==> src/rtl/regBusXcvrPkg.sv <==
package regBusXcvrPkg;
  // Strobes from the control decode to the datapath
  typedef struct packed {
    logic captureAB;  // load A-side register this cycle
    logic captureBA;  // load B-side register this cycle
    logic driveA;     // A driver on
    logic driveB;     // B driver on
    logic storedToB;  // B source is the A-side register
    logic storedToA;  // A source is the B-side register
    logic loopHold;   // both live paths and both drivers on
  } xcvrStrobes_t;
endpackage

==> src/rtl/regBusXcvrCtrl.sv <==
module regBusXcvrCtrl
  import regBusXcvrPkg::*;
(
  input  logic         clk,
  input  logic         rstN,
  input  logic         capAB,
  input  logic         capBA,
  input  logic         drvBEn,
  input  logic         drvAEnN,
  input  logic         selAB,
  input  logic         selBA,
  output xcvrStrobes_t strobes
);
  logic capABPrev;
  logic capBAPrev;

  always_ff @(posedge clk or negedge rstN) begin
    if (!rstN) begin
      capABPrev <= 1'b0;
      capBAPrev <= 1'b0;
    end else begin
      capABPrev <= capAB;
      capBAPrev <= capBA;
    end
  end

  always_comb begin
    strobes.captureAB = capAB & ~capABPrev;
    strobes.captureBA = capBA & ~capBAPrev;
    strobes.driveA    = ~drvAEnN;
    strobes.driveB    = drvBEn;
    strobes.storedToB = selAB;
    strobes.storedToA = selBA;
    strobes.loopHold  = ~drvAEnN & drvBEn & ~selAB & ~selBA;
  end
endmodule

==> src/rtl/regBusXcvrData.sv <==
module regBusXcvrData
  import regBusXcvrPkg::*;
#(
  parameter int WIDTH = 8
) (
  input  logic             clk,
  input  logic             rstN,
  input  xcvrStrobes_t     strobes,
  input  logic [WIDTH-1:0] aBusIn,
  input  logic [WIDTH-1:0] bBusIn,
  output logic [WIDTH-1:0] aBusOut,
  output logic [WIDTH-1:0] bBusOut,
  output logic [WIDTH-1:0] aBusVal,
  output logic [WIDTH-1:0] bBusVal
);
  localparam logic [WIDTH-1:0] ZERO = '0;

  logic [WIDTH-1:0] regAB;
  logic [WIDTH-1:0] regBA;
  logic [WIDTH-1:0] holdA;
  logic [WIDTH-1:0] holdB;

  // Resolved values in closed form. Outside hold mode, a live path whose far
  // side is driven must be fed from that side's register, so neither
  // expression refers to the other and no combinational loop is formed.
  always_comb begin
    if (!strobes.driveA)         aBusVal = aBusIn;
    else if (strobes.loopHold)   aBusVal = holdA;
    else if (strobes.storedToA)  aBusVal = regBA;
    else if (strobes.driveB)     aBusVal = regAB;
    else                         aBusVal = bBusIn;

    if (!strobes.driveB)         bBusVal = bBusIn;
    else if (strobes.loopHold)   bBusVal = holdB;
    else if (strobes.storedToB)  bBusVal = regAB;
    else if (strobes.driveA)     bBusVal = regBA;
    else                         bBusVal = aBusIn;

    aBusOut = strobes.driveA ? aBusVal : ZERO;
    bBusOut = strobes.driveB ? bBusVal : ZERO;
  end

  always_ff @(posedge clk or negedge rstN) begin
    if (!rstN) begin
      regAB <= ZERO;
      regBA <= ZERO;
      holdA <= ZERO;
      holdB <= ZERO;
    end else begin
      if (strobes.captureAB) regAB <= aBusVal;
      if (strobes.captureBA) regBA <= bBusVal;
      holdA <= aBusVal;
      holdB <= bBusVal;
    end
  end
endmodule

==> src/rtl/regBusXcvr.sv <==
module regBusXcvr
  import regBusXcvrPkg::*;
#(
  parameter int WIDTH = 8
) (
  input  logic             clk,
  input  logic             rstN,
  input  logic             capAB,
  input  logic             capBA,
  input  logic             drvBEn,
  input  logic             drvAEnN,
  input  logic             selAB,
  input  logic             selBA,
  input  logic [WIDTH-1:0] aBusIn,
  output logic [WIDTH-1:0] aBusOut,
  output logic             aBusOe,
  output logic [WIDTH-1:0] aBusVal,
  input  logic [WIDTH-1:0] bBusIn,
  output logic [WIDTH-1:0] bBusOut,
  output logic             bBusOe,
  output logic [WIDTH-1:0] bBusVal
);
  xcvrStrobes_t strobes;

  regBusXcvrCtrl ctrlInst (
    .clk(clk), .rstN(rstN), .capAB(capAB), .capBA(capBA),
    .drvBEn(drvBEn), .drvAEnN(drvAEnN), .selAB(selAB), .selBA(selBA),
    .strobes(strobes)
  );

  regBusXcvrData #(.WIDTH(WIDTH)) dataInst (
    .clk(clk), .rstN(rstN), .strobes(strobes),
    .aBusIn(aBusIn), .bBusIn(bBusIn),
    .aBusOut(aBusOut), .bBusOut(bBusOut),
    .aBusVal(aBusVal), .bBusVal(bBusVal)
  );

  assign aBusOe = strobes.driveA;
  assign bBusOe = strobes.driveB;
endmodule

==> config.mk <==
export PLATFORM = sky130hd
export DESIGN_NAME = regBusXcvr
export DESIGN_NICKNAME = d
export VERILOG_FILES = /design/src/rtl/regBusXcvrPkg.sv /design/src/rtl/regBusXcvrCtrl.sv /design/src/rtl/regBusXcvrData.sv /design/src/rtl/regBusXcvr.sv
export SDC_FILE = /design/constraint.sdc
export NUM_CORES = 1
export LEC_CHECK = 0
export CAP_MARGIN = 20
export CORE_AREA = 2 2 54 82
export CTS_BUF_LIST = sky130_fd_sc_hd__clkbuf_16
export DETAILED_ROUTE_END_ITERATION = 6
export DIE_AREA = 0 0 56 84
export PLACE_DENSITY = 0.83
export SLEW_MARGIN = 20
export SYNTH_ARGS = -nofsm -noshare
export SYNTH_HDL_FRONTEND = slang
export SYNTH_HIERARCHICAL = 1
export SYNTH_SLANG_ARGS = --single-unit
==> constraint.sdc <==
create_clock -name clk -period 3.1 [get_ports clk]
set_input_delay 0.62 -clock clk [delete_from_list [all_inputs] [get_ports clk]]
set_output_delay 0.62 -clock clk [all_outputs]
set_load 0.02 [all_outputs]
==> impl_metrics.toml <==
[outcome]
run_status = "finished, final reports clean"

[detailed_routing]
wirelength_met1_mm = 2.301
wirelength_mm = 6.274
drt-pass1-iter-count = 4
detail_route.wl_per_cell_um = 18.24
detailroute.via_count = 1929
drc_violation_count_after_routing = 0
met2_length_mm = 3.476
ant_nets = 0
initialDrtViolationCount = 54
viasPerCell = 5.608
highest_layer = "met4"
route.met3.wl_um = 356

[grt]
largest_net_degree_at_the_start_of_global_routing = 35
first_global_vias = 2020
grt_first_pass_wirelength_mm = 9.701
gr-total-overflow = 0
grt_antenna_before_repair = 0
grt_usage = 0.2636

[synth]
synth_top_cell_by_area = "sky130_fd_sc_hd__dfrtp_1"
netlist_top_cells_area = "sky130_fd_sc_hd__dfrtp_1 43%, sky130_fd_sc_hd__a2111oi_4 9.8%, sky130_fd_sc_hd__nand2b_1 7.6%, sky130_fd_sc_hd__a31oi_1 5.1%, sky130_fd_sc_hd__nand2_1 4.8%"
syn_area_um2 = 1967
average_size_of_a_mapped_cell_um2 = 9.786
synth-seq-cells = 34
synth-seq-area-share = 0.4326
syn-instance-count = 201
number_of_distinct_library_cell_variants_in_the_gate_level_netlist_after_synthesis = 22
yosys_warnings = 6
synthDominantCellAreaShare = 0.4326
synth_fp_nets = 225

[timing]
max_clock_freq_mhz = 334.2
postLayoutSetupSlackWorst_ns = 0.1081
final.setup_skew_ns = 0.003108
timing.final.crit_share = 0.9651
grt_setup_unrepaired = "false"
post_layout_min_period_ns = 2.992
headroom_to_the_max_slew_limit = 0.6746
timing.final.hold_violations = 0
worstMarginPinSlew_ns = 0.4852
fin_worst_hold_slack_ns = 0.5560
final-max-slew-violation-count = 0
finalSetupViolCount = 0

[clock_tree]
cts_tree = "built"
max-clock-path-buffers = 2
clk_root_buf = "sky130_fd_sc_hd__clkbuf_16"
cts-buffers-inserted = 5
number_of_levels_the_h_tree_was_split_into = 2
clk_transition_reported_paths_ns = 0.05
sink_count = 34
clkLatencyLatePin_ns = 0.28

[setup_path]
arrival_worst_endpoint_ns = 2.37
timing.critical_path.to_type = "output pin"
worst_path_dominant_cell_family = "buffers and inverters"
worst-r2r-setup-slack_ns = 1.65
critical_path_class = "primary input to output pin"
timing.critical_path.required_ns = 2.48
critical_path.n_buffers_inverters = 4
crit_path_cell_trace = "dlygate4sd2_1 > nor4b_4 > buf_4 > buf_8 > a211oi_1 > a2111oi_4 > clkdlybuf4s15_2"
critical_path.startpoint_type = "primary input"
worst_path_largest_cell_delay_ns = 0.41
critPathMaxFanout = 12
max_stage_delay_cell_worst_path = "sky130_fd_sc_hd__a2111oi_4"

[placement]
dp_slack_ns = -0.4653
gp_routability_congestion = 0.7868
dp_hpwl_mm = 4.106
buffer_ports.inserted = 57
postPlaceCellArea_um2 = 2833

[floorplanning]
die_x_um = 56
ioPinCount = 58
core-area_um2 = 4064
initial_utilization = 0.4840
dieArea_um2 = 4704
die_height_um = 84
total_number_of_placement_rows = 29

[hold_path]
timing.hold.worst.class = "flip-flop to flip-flop"

[job]
drv_cap = 0

[pwr]
finalPower_mw = 1.464
leakagePower_nw = 1.381
power-per-cell-area_nw_per_um2 = 489.4
irDropWorstVdd_v = 0.0005501

[layout]
finalNetCount = 321
num_antenna_cells = 0
fin_area_um2 = 2992
drive_gt1_frac = 0.4027
postLayoutCoreUtil = 0.7361
area_growth_pct = 52.10
## cell usage after synthesis
| library cell | n |
|---|---|
| sky130_fd_sc_hd__a2111oi_4 | 7 |
| sky130_fd_sc_hd__a211oi_1 | 6 |
| sky130_fd_sc_hd__a211oi_2 | 1 |
| sky130_fd_sc_hd__a31oi_1 | 16 |
| sky130_fd_sc_hd__buf_1 | 2 |
| sky130_fd_sc_hd__buf_2 | 3 |
| sky130_fd_sc_hd__buf_4 | 6 |
| sky130_fd_sc_hd__buf_6 | 1 |
| sky130_fd_sc_hd__clkbuf_1 | 2 |
| sky130_fd_sc_hd__dfrtp_1 | 34 |
| sky130_fd_sc_hd__inv_1 | 12 |
| sky130_fd_sc_hd__inv_2 | 8 |
| sky130_fd_sc_hd__nand2_1 | 25 |
| sky130_fd_sc_hd__nand2b_1 | 24 |
| sky130_fd_sc_hd__nand3_1 | 9 |
| sky130_fd_sc_hd__nor2_1 | 17 |
| sky130_fd_sc_hd__nor2_2 | 1 |
| sky130_fd_sc_hd__nor2b_1 | 9 |
| sky130_fd_sc_hd__nor3b_2 | 7 |
| sky130_fd_sc_hd__nor4b_2 | 1 |
| sky130_fd_sc_hd__o2111ai_1 | 9 |
| sky130_fd_sc_hd__o211ai_1 | 1 |
## layout make-up
| class | count | area, um2 |
|---|---|---|
| well taps | 46 | 57.56 |
| fillers | 281 | 1072 |
| clock buffers | 5 | 125.1 |
| clock inverters | 3 | 16.27 |
| inverters | 20 | 75.07 |
| flip-flops and latches | 34 | 850.8 |
| repair buffers | 103 | 834.6 |
| multi-input cells | 133 | 1032 |
## timing repair
item / CTS / global route
gates resized for setup: 126 / 16
hold buffers: 0 / 0
setup buffers: 2 / 2
pin swaps: 14 / 8
endpoints found under the setup margin: 32 / 32
## flip-flops by register name, indices dropped and copies added, names as in the netlist
register and cells:
dataInst/holdB 8, dataInst/regBA 8, ctrlInst/capABPrev 1, ctrlInst/capBAPrev 1, dataInst/holdA 8, dataInst/regAB 8
## where the power goes
part / internal (mW) / total [mW] / switching, mW / leakage (nW)
Clock: 0.293 / 0.477 / 0.184 / 0.0672
Sequential: 0.502 / 0.550 / 0.0479 / 0.390
Combinational: 0.198 / 0.437 / 0.239 / 0.924
## per-layer routing
layer,vias up,GRT usage
met5,-,0
met4,0,0.1255
met3,14,0.03876
met2,84,0.4749
met1,950,0.2972
li1,881,-
## through the flow
step / instances / TNS, ns
6_report: 344 / 0
5_1_grt: 344 / 0
4_1_cts: 342 / -0.02657
3_5_place_dp: 332 / -12.82
3_3_place_gp: 332 / -11.76
2_1_floorplan: 201 / 0
## cells by family after synthesis
logic type / count (synthesis) / synth area share
AOI/OAI and AO/OA: 40 / 0.2220
and+or+nand+nor: 93 / 0.2634
buffers and inverters: 34 / 0.08206
DFF: 34 / 0.4326
## layout by cell type (no fill, tap or decap), types with 12 or more instances in the layout
master / n
sky130_fd_sc_hd__nand2_1: 22
sky130_fd_sc_hd__nand2b_1: 24
sky130_fd_sc_hd__buf_4: 48
sky130_fd_sc_hd__a31oi_1: 16
sky130_fd_sc_hd__clkdlybuf4s50_1: 21
sky130_fd_sc_hd__buf_2: 19
sky130_fd_sc_hd__nor2_1: 17
sky130_fd_sc_hd__inv_1: 12
sky130_fd_sc_hd__dfrtp_1: 34
## worst min-delay path: cells and delay by family, from the launching register on
family | cells | cell delay (ns)
compound gates | 1 | 0.12
simple gates | 1 | 0.05
flops | 1 | 0.34
## worst paths after layout
| kind | start | end | depth (start not counted) |
|---|---|---|---|
| max in group asynchronous | rstN | dataInst/holdB[5] | 2 |
| setup / recovery | drvAEnN | aBusOut[3] | 7 |
| min in group asynchronous | rstN | ctrlInst/capBAPrev | 2 |
| setup reg to reg | dataInst/regAB[1] | dataInst/regAB[1] | 5 |
| hold / removal | dataInst/regBA[7] | dataInst/regBA[7] | 2 |
| hold reg to reg | dataInst/regBA[7] | dataInst/regBA[7] | 2 |
No activity file was read; power rests on OpenSTA's default activity.
